File: src/rtl/pmic_wdog.sv
module pmic_wdog #(
  parameter int TICKS_PER_SEC = 2,
  parameter bit HAS_OFF_AC    = 1'b1
) (
  input  logic       clk,
  input  logic       rst_n,
  input  logic       tick,
  input  logic       sleep_mode,
  input  logic       off_mode,
  input  logic       wr_en,
  input  logic [1:0] addr,
  input  logic [7:0] wdata,
  output logic [7:0] rdata,
  input  logic [7:0] req_secs,
  output logic [1:0] req_code,
  output logic       expire,
  output logic       restart_req,
  output logic       shutdown_req
);
  localparam int W = $clog2(128 * TICKS_PER_SEC + 1);

  function automatic logic [W-1:0] period(input logic [1:0] code);
    int secs;
    case (code)
      2'd0:    secs = 2;
      2'd1:    secs = 16;
      2'd2:    secs = 64;
      default: secs = 128;
    endcase
    return W'(secs * TICKS_PER_SEC);
  endfunction

  logic         en_q, sleep_ac_q, off_ac_q, restart_en_q, clr_d;
  logic [1:0]   tsel_q, act_q;
  logic [W-1:0] cnt;

  wire cfg_wr = wr_en && addr == 2'd0;
  wire sw_clr = wr_en && addr == 2'd1 && wdata[0];
  wire hold   = (sleep_mode && sleep_ac_q) || (off_mode && off_ac_q);
  wire hit    = en_q && !sw_clr && !hold && !(cfg_wr && clr_d) && tick && cnt == W'(1);

  always_ff @(posedge clk or negedge rst_n)
    if (!rst_n) begin
      en_q <= 1'b0; tsel_q <= 2'd0; sleep_ac_q <= 1'b0; off_ac_q <= 1'b0;
      restart_en_q <= 1'b0; clr_d <= 1'b0;
    end else begin
      clr_d <= sw_clr;
      if (cfg_wr) begin
        en_q       <= wdata[0];
        tsel_q     <= wdata[2:1];
        sleep_ac_q <= wdata[3];
        off_ac_q   <= HAS_OFF_AC & wdata[4];
      end
      if (wr_en && addr == 2'd2) restart_en_q <= wdata[0];
    end

  always_ff @(posedge clk or negedge rst_n)
    if (!rst_n) begin
      act_q <= 2'd0;
      cnt   <= period(2'd0);
    end else if (!en_q) begin
      act_q <= tsel_q;
      cnt   <= period(tsel_q);
    end else if (sw_clr || hold) begin
      act_q <= tsel_q;
      cnt   <= period(tsel_q);
    end else if (cfg_wr && clr_d) begin
      act_q <= wdata[2:1];
      cnt   <= period(wdata[2:1]);
    end else if (tick) begin
      cnt <= (cnt == W'(1)) ? period(act_q) : cnt - W'(1);
    end

  always_ff @(posedge clk or negedge rst_n)
    if (!rst_n) begin
      expire <= 1'b0; restart_req <= 1'b0; shutdown_req <= 1'b0;
    end else begin
      expire       <= hit;
      restart_req  <= hit && restart_en_q;
      shutdown_req <= hit && !restart_en_q;
    end

  always_comb
    case (addr)
      2'd0:    rdata = {3'b0, off_ac_q, sleep_ac_q, tsel_q, en_q};
      2'd1:    rdata = {7'b0, clr_d};
      2'd2:    rdata = {7'b0, restart_en_q};
      default: rdata = {5'b0, act_q, en_q};
    endcase

  assign req_code = (req_secs <= 8'd2)  ? 2'd0 :
                    (req_secs <= 8'd16) ? 2'd1 :
                    (req_secs <= 8'd64) ? 2'd2 : 2'd3;

  p_cnt_live_r2: assert property (@(posedge clk) disable iff (!rst_n)
    cnt != '0 && cnt <= period(act_q));
  p_clr_reload_r3: assert property (@(posedge clk) disable iff (!rst_n)
    sw_clr |=> cnt == period(act_q) && act_q == $past(tsel_q));
  p_pulse_r5: assert property (@(posedge clk) disable iff (!rst_n)
    expire |=> !expire);
  p_one_req_r6: assert property (@(posedge clk) disable iff (!rst_n)
    expire |-> (restart_req ^ shutdown_req));
  p_no_req_r6: assert property (@(posedge clk) disable iff (!rst_n)
    !expire |-> !restart_req && !shutdown_req);
  p_selfclr_r7: assert property (@(posedge clk) disable iff (!rst_n)
    !sw_clr |=> rdata[0] == 1'b0 || addr != 2'd1);
  p_hold_r8: assert property (@(posedge clk) disable iff (!rst_n)
    hold |=> !expire);
  p_stopped_r9: assert property (@(posedge clk) disable iff (!rst_n)
    !en_q |=> !expire);
endmodule

File: config.mk
export PLATFORM = sky130hd
export DESIGN_NAME = pmic_wdog
export DESIGN_NICKNAME = d
export VERILOG_FILES = /design/src/rtl/pmic_wdog.sv
export SDC_FILE = /design/constraint.sdc
export NUM_CORES = 1
export LEC_CHECK = 0
export ABC_CLOCK_PERIOD_IN_PS = 1700
export BUFFER_PORTS_ARGS = -buffer_cell sky130_fd_sc_hd__buf_4
export CORE_ASPECT_RATIO = 1.4
export CORE_MARGIN = 5
export CORE_UTILIZATION = 51
export DETAILED_ROUTE_END_ITERATION = 7
export PLACE_DENSITY_LB_ADDON = 0.3
export SYNTH_ARGS = -nofsm -noshare
export SYNTH_HDL_FRONTEND = slang
export SYNTH_SLANG_ARGS = --single-unit
File: constraint.sdc
create_clock -name clk -period 1.7 [get_ports clk]
set_input_delay 0.17 -clock clk [delete_from_list [all_inputs] [get_ports clk]]
set_output_delay 0.17 -clock clk [all_outputs]
set_load 0.01 [all_outputs]
==> results of run 1 <==
## routing by layer
| metal | GRT usage | wire length, um | up-vias | part of all wire |
|---|---|---|---|---|
| li1 | - | - | 613 | - |
| met4 | 0.0966 | 100 | 0 | 0.030 |
| met1 | 0.213 | 1230 | 612 | 0.37 |
| met5 | 0 | 0 | - | 0 |
| met2 | 0.332 | 1870 | 42 | 0.56 |
| met3 | 0.0295 | 125 | 9 | 0.038 |
## cell type report
cell class	count	area (um^2)	area share
Sequential cell	21	527	0.303
Tap cell	36	45.0	0.0259
Clock inverter	1	5.00	0.00288
Timing Repair Buffer	44	333	0.191
Multi-Input combinational cell	113	786	0.451
Clock buffer	3	22.5	0.0129
Inverter	6	22.5	0.0129
## power breakdown
part / internal [mW] / leakage [nW] / switching [mW]
combinational: 0.403 / 0.500 / 0.352
sequential: 0.601 / 0.268 / 0.134
clock: 0.0882 / 0.0177 / 0.157
## metrics by stage
stage	cells	hold WS [ps]	total power, mW
after CTS	223	68.4	1.70
after floorplan	147	-126	1.18
after global routing	224	68.7	1.87
final	224	80.1	1.74
after detailed placement	216	67.4	1.43
after global placement	216	70.0	1.41
## what timing repair did
item,CTS,global route
hold buffers,1,0
gates cloned,0,0
endpoints found under the hold margin,21,0
buffers inserted,2,1
endpoints found under the setup margin,1,7
pin swaps,0,3
gates resized for setup,0,8
## worst max-delay path: stages (launching register included)
cell	delay, ps
sky130_fd_sc_hd__dfrtp_1	390
sky130_fd_sc_hd__or4_4	570
sky130_fd_sc_hd__nand2b_4	190
sky130_fd_sc_hd__o311a_1	350
sky130_fd_sc_hd__o21ai_1	120
## kinds of logic (layout without fill, tap and decap cells)
| family | count (synthesis) | after routing | synth area share |
|---|---|---|---|
| flops | 21 | 21 | 0.393 |
| simple gates | 60 | 60 | 0.280 |
| compound gates | 39 | 39 | 0.188 |
| fa+ha+maj | 2 | 2 | 0.0187 |
| other cells | 1 | 3 | 0.00280 |
| buf+inv | 13 | 54 | 0.0467 |
| xor+xnor | 2 | 2 | 0.0131 |
| mux | 7 | 7 | 0.0579 |
## cells in the final DEF (no fill, tap or decap), types with 3 or more instances in the layout
master	instances
sky130_fd_sc_hd__nor4_1	3
sky130_fd_sc_hd__nand2b_1	3
sky130_fd_sc_hd__inv_1	5
sky130_fd_sc_hd__nor2_1	13
sky130_fd_sc_hd__conb_1	3
sky130_fd_sc_hd__a21oi_1	7
sky130_fd_sc_hd__nand3_1	6
sky130_fd_sc_hd__clkbuf_4	3
sky130_fd_sc_hd__mux2_2	6
sky130_fd_sc_hd__nor3_1	6
sky130_fd_sc_hd__dfrtp_1	20
sky130_fd_sc_hd__a22oi_1	3
sky130_fd_sc_hd__buf_4	43
sky130_fd_sc_hd__nand2_1	8
sky130_fd_sc_hd__nand3b_1	3
sky130_fd_sc_hd__and2_1	4
sky130_fd_sc_hd__o21ai_0	11
## how the worst max path moves through the flow
stage | start | endpoint | slack (ps) | cells after the start
floorplan | cnt[5] | cnt[2] | 130 | 4
global placement | cnt[6] | cnt[2] | 80 | 4
detailed placement | cnt[1] | cnt[3] | 7 | 7
CTS | cnt[1] | cnt[2] | 20 | 7
global route | cnt[0] | cnt[8] | -50 | 7
finish | cnt[6] | cnt[2] | 20 | 4
==> results.txt, run 1 <==
The flow ran to the end, and the final reports show no timing, DRC or antenna violations. The initial antenna violation count is 0. The post-route fraction of the period consumed by the critical path came out at 0.986. The proportion of register bits with asynchronous set or reset after synthesis came out at 1.00. Summed over all cells, the static leakage comes to 0.786 nW. Setup violations remaining at the end of the flow were counted as 0. The fraction of layout cells with a size suffix above 1 is 0.351.

The number of flops mapped to enable cells by yosys is 0. Adding up every negative setup slack in the final design gives 0 ps. In this run the most critical hold path is launched from wdata[4].

The distinct cell type count after synthesis came out at 50. In the post-route analysis, the smallest setup slack over all paths is 23.5 ps. Setup repair after global routing could not meet its margin everywhere. The worst setup path is captured at a flip-flop. The flop-to-flop setup slack is 20 ps. The number of optimization iterations in the first detailed-route pass came out at 5. Along the worst path, the maximum fanout reaches 6.

Fill cells in the final layout number 230. The final-report max-slew violation count was 0. Across the routed clock network, the largest skew measured is 7.78 ps. The worst setup slack before clock tree synthesis came out at 6.90 ps. The count of nets left with antenna violations once routing finished came out at 0.

The floorplan step defined a core boundary enclosing 2590 um^2. The worst hold path terminates at off_ac_q. The number of instances on the worst hold path came out at 2. The utilization after layout is 0.673. The count of boundary I/O pins is 37. The buffer cell driving the clock tree root is sky130_fd_sc_hd__clkbuf_4. The routed design could run at a clock period as short as 1680 ps. The number of DRC markers in iteration 0 is 54.

The post-route standard cell area excluding fillers is 1740 um^2. The final estimated routing congestion in global placement came out at 0.903. In this run the critical register-to-register path is launched from cnt[6]. The number of cells on the worst reg-to-reg path came out at 4. The latest clock arrival within the worst-skew pair came out at about 320 ps. Input and output buffers added on the ports amount to 30. For this configuration, the core starts out at a cell density of 0.518.

The mean cell area of the mapped netlist is 9.24 um^2. After synthesis, the cell types taking the most area are sky130_fd_sc_hd__dfrtp_1 37%, sky130_fd_sc_hd__mux2_2 5.0%, sky130_fd_sc_hd__o21ai_0 4.5%, sky130_fd_sc_hd__nor2_1 3.6%, sky130_fd_sc_hd__a21oi_1 3.0%. The most used flip-flop cell after synthesis is sky130_fd_sc_hd__dfrtp_1. Dividing the detail-routed wire length by the instance count gives 14.8 um. TritonCTS built the clock tree. Compared with the post-synthesis result, the final layout area differs by 29.9%.

The H-tree depth is 1. The number of synthesis warnings is 0. The largest net degree at the start of global routing is 22. The total via count after detailed routing came out at between 1000 and 1500.

The required arrival time at the worst endpoint came out at 1960 ps. The repair_antennas step left the layout with diodes totalling 0. Of the post-synthesis cell area, the dominant cell type holds 0.373. The largest total area in the synthesized netlist belongs to sky130_fd_sc_hd__dfrtp_1. The remaining routing DRC violations came out at 0. The gate count after technology mapping came out at around 150.

The worst hold path belongs to the class in -> reg. The final HPWL from detailed placement came out at 2.49 mm. The height of the die is 70.7 um. For this run, the post-layout net count is 215.

The post-detailed-placement cell area came out at 1650 um^2. The number of buffers created by CTS came out at 3. The endpoint identified for the worst register-to-register timing path is cnt[2]. The post-synthesis register bit count came out at 21. The kind of critical path is reg -> reg. The die width is 53.3 um.

The initialized floorplan defines 22 standard-cell rows. Static timing analysis puts the maximum clock frequency at slightly below 0.6 GHz. The global-route wire length before repair came out at 5.47 mm. The number of maximum-capacitance violations came out at 0. The register with the most flip-flops in the final layout is cnt. The number of flip-flops under the largest register name came out at 9.

The aggregate global-route resource usage came out at 0.190. After clock tree synthesis, the clock-pin slew on the worst setup and hold paths is around 120 ps. The wire length after detailed routing came out at 3.33 mm. The largest registers in the layout are cnt x9, act_q x2, tsel_q x2. The clock passes through at most 2 buffers. STA puts the critical path data arrival time at between 1500 and 2000 ps. The via count of the first global-routing pass is about 1300. After synthesis, the most frequently instantiated cells are 20 x sky130_fd_sc_hd__dfrtp_1, 13 x sky130_fd_sc_hd__nor2_1, 12 x sky130_fd_sc_hd__o21ai_0. The final hold violation count is 0.

For this run, the register share of the synthesized area comes to 0.393. The die area came out at 3770 um^2. After detailed routing, the number of vias per cell comes to 5.70. The total overflow reported by the global router is 0.

For this design, the sink count on the clock tree is 21. STA classifies the critical path startpoint as a flip-flop. Dividing total power by cell area gives a power density of approximately 1000 nW/um^2.

In this run the cell area of the synthesized design comes to roughly 1300 um^2. By instance count, the leading cell after synthesis is sky130_fd_sc_hd__dfrtp_1. The largest vdd supply drop came out at about 590 uV.
Note: power is estimated with default switching activity, not from simulation.
==> inputs of run 2 (changes only) <==
Settings changed: ABC_CLOCK_PERIOD_IN_PS 1700 to 1400, CORE_UTILIZATION 51 to 46, GPL_ROUTABILITY_DRIVEN set to 0.
Clock period 1.7 ns to 1.4 ns, I/O delays scaled along.
==> run 2 against run 1 <==
  * Via count grew 9.5%
  * Highest routed layer unchanged
  * Utilization rose by 2.6 points
  * The run now ends with setup timing left
  * Final cell count is 8.9% higher
  * Setup slack worse by 260 ps
  * Worst hold slack improved by 29 ps
  * Sequential cell count did not move
  * Critical endpoint is now cnt[5]
  * Clock skew is 5.8 ps lower
==> results.txt, run 2 (same netlist as run 1, synthesis figures left out) <==
The cell sitting at the root of the clock tree is a sky130_fd_sc_hd__clkbuf_8. The count of boundary I/O pins is 37 (unchanged). The die width is 55.6 um (+4.3%).

The remaining antenna violation count came to 0 (unchanged). More flip-flops sit in one register than any other, and that register is cnt. The largest vdd supply drop is 885 uV (+51%).

The wire length after detailed routing is 3.94 mm (+18%). The final total power came out at 2.48 mW (+43%). TritonCTS built the clock tree.

The final reports fail on setup timing. Walking the worst path, the cells encountered are or4_4 -> nand2b_4 -> a211o_1 -> a21oi_2. The utilization after layout is 0.698 (+0.0257).

The core area is 2850 um^2 (+10%). The clock period minus final worst setup slack came out at 1630 ps (-42.2 ps). The number of buffers created by CTS is 3 (unchanged). The final hold violation count is 0 (unchanged).

The number of sinks driven by the clock tree is 21 (unchanged). The fraction of layout cells with a size suffix above 1 is 0.459 (+0.108). The number of DRC markers in iteration 0 came out at 97 (+80%).

The maximum number of buffers from clock root to sink came out at 2 (unchanged). The maximum operating frequency is 0.612 GHz (+2.6%). In the layout the commonest cells are 56 x sky130_fd_sc_hd__buf_4, 20 x sky130_fd_sc_hd__dfrtp_1, 12 x sky130_fd_sc_hd__nor2_1, 9 x sky130_fd_sc_hd__o21ai_0.

The largest driver fanout on the critical path came out at 6 (unchanged). The startpoint identified for the worst register-to-register timing path is cnt[6]. The run finished, with violations left. The worst setup slack after layout came to -234 ps (-258 ps). The remaining routing DRC violations came out at 0 (unchanged). The count of antenna diodes in the layout came out at 0 (unchanged). In the final layout, the registers with the most flip-flops are cnt x9, act_q x2, tsel_q x2. STA classifies the critical path startpoint as a flip-flop.

The worst hold path begins at wdata[4]. The endpoint arrival time on the critical path came out at 1830 ps (-100 ps). The final layout net count came out at 234 (+8.8%). The critical-path cell with the highest stage delay is sky130_fd_sc_hd__or4_4. The mean routed wirelength per cell came out at 16.1 um (+8.7%). The number of port buffers came out at 30 (unchanged). The worst setup slack before clock tree synthesis is -197 ps (-203 ps). The global-route wire length before repair came out at 6.34 mm (+16%).

The most common cell after layout, fill and taps aside is sky130_fd_sc_hd__buf_4. The dominant delay contributor by cell family on the critical path is simple AND/OR/NAND/NOR gates. The worst hold path belongs to the class in -> reg. The count of filler cells inserted in the layout is 219 (-4.8%). The delay of the slowest cell on the worst path is 570 ps (about the same).

Relative to the synthesized area, the layout overhead comes to 48.5%. The setup TNS after final layout is -2000 ps (-2000 ps). The initial antenna violation count came to 0 (unchanged). The total via count after detailed routing came out at 1397 (+9.5%). The height of the die is 73.9 um (+4.5%). The total overflow reported by the global router came out at 0 (unchanged). The critical path starts at cnt[6]. The starting density of the core came out at 0.470 (-0.0475). The number of maximum-capacitance violations is 0 (unchanged). The leakage power came out at 0.910 nW (+16%). The number of optimization iterations in the first detailed-route pass is 4 (-1).

Setup repair after global routing could not meet its margin everywhere. The largest net degree at the start of global routing is 22 (unchanged). The required arrival time at the worst endpoint came out at 1590 ps (-370 ps). The final HPWL from detailed placement came out at 2.98 mm (+20%). STA classifies the critical path endpoint as a flip-flop. The post-route fraction of the period consumed by the critical path came out at 1.17 (+0.181). The aggregate global-route resource usage is 0.192 (+0.00227). The final-report max-slew violation count is 0 (unchanged). The power density relative to cell area came out at 1250 nW/um^2 (+25%).

The ratio of routed vias to standard cells is 5.73 (+0.51%). The number of flip-flops under the largest register name is 9 (unchanged). The latest clock arrival within the worst-skew pair is 260 ps (-60 ps).

The worst setup path is of the reg -> reg kind. The number of cell rows was 23 (+4.5%). The via count of the first global-routing pass is 1468 (+15%).

The critical path buffer and inverter count is 0 (unchanged). The clock skew came to 2.01 ps (-5.77 ps). The setup violation total in the final timing report was 11 (+11). The H-tree depth is 1 (unchanged). The die area came out at 4110 um^2 (+9.0%).

The clock transition at the registers of the reported paths is 70 ps (-50 ps). The worst hold-check slack came to 109 ps (+29.0 ps).
## run 2: cell types whose count changed in the layout (fill, tap and decap cells not counted), sizes merged
cell / change
clkinv: -1
buf: +19
clkbuf: +1
## run 2: worst register-to-register path, cell delays in order, from the launching register on
cell	delay, ps
sky130_fd_sc_hd__dfrtp_1	390
sky130_fd_sc_hd__or4_4	570
sky130_fd_sc_hd__nand2b_4	190
sky130_fd_sc_hd__a211o_1	310
sky130_fd_sc_hd__a21oi_2	110
## run 2: area by class of cell
cell class                 count  area (um^2)  share of cell area
multi-input combinational    113          851               0.428
timing repair buffer          63          498               0.250
clock buffer                   4         45.0              0.0226
sequential                    21          527               0.265
inverter                       6         22.5              0.0113
tap                           37         46.3              0.0233
## run 2: path summary, 6_finish.rpt
path | end | slack [ps] | cells past startpoint
min reg2reg | shutdown_req | 570 | 1
min | off_ac_q | 110 | 2
min in group asynchronous | expire | 300 | 2
max in group asynchronous | cnt[2] | 830 | 2
max reg2reg | cnt[5] | -230 | 4
max | cnt[5] | -230 | 4
## run 2: power by group
part,internal [mW],switching (mW),total (mW)
sequential,0.730,0.145,0.876
clock,0.203,0.194,0.397
combinational,0.671,0.534,1.21
## run 2: timing repair
item,in CTS,in global routing
gates resized for setup,13,17
endpoints found under the hold margin,20,0
cloned,0,0
hold buffers,1,0
pin swaps,4,6
endpoints found under the setup margin,14,14
buffers inserted,2,1
## run 2: metrics by stage
stage                     cells  instance area (um^2)
after floorplan             147                  1350
after global placement      236                  1800
after detailed placement    236                  1800
after CTS                   243                  1930
after global routing        244                  1990
final                       244                  1990
## run 2: routing by layer
| metal | track usage | wire length (um) |
|---|---|---|
| met4 | 0.0622 | 133 |
| met2 | 0.412 | 2310 |
| met3 | 0.0193 | 163 |
| met1 | 0.186 | 1330 |
| met5 | 0 | 0 |
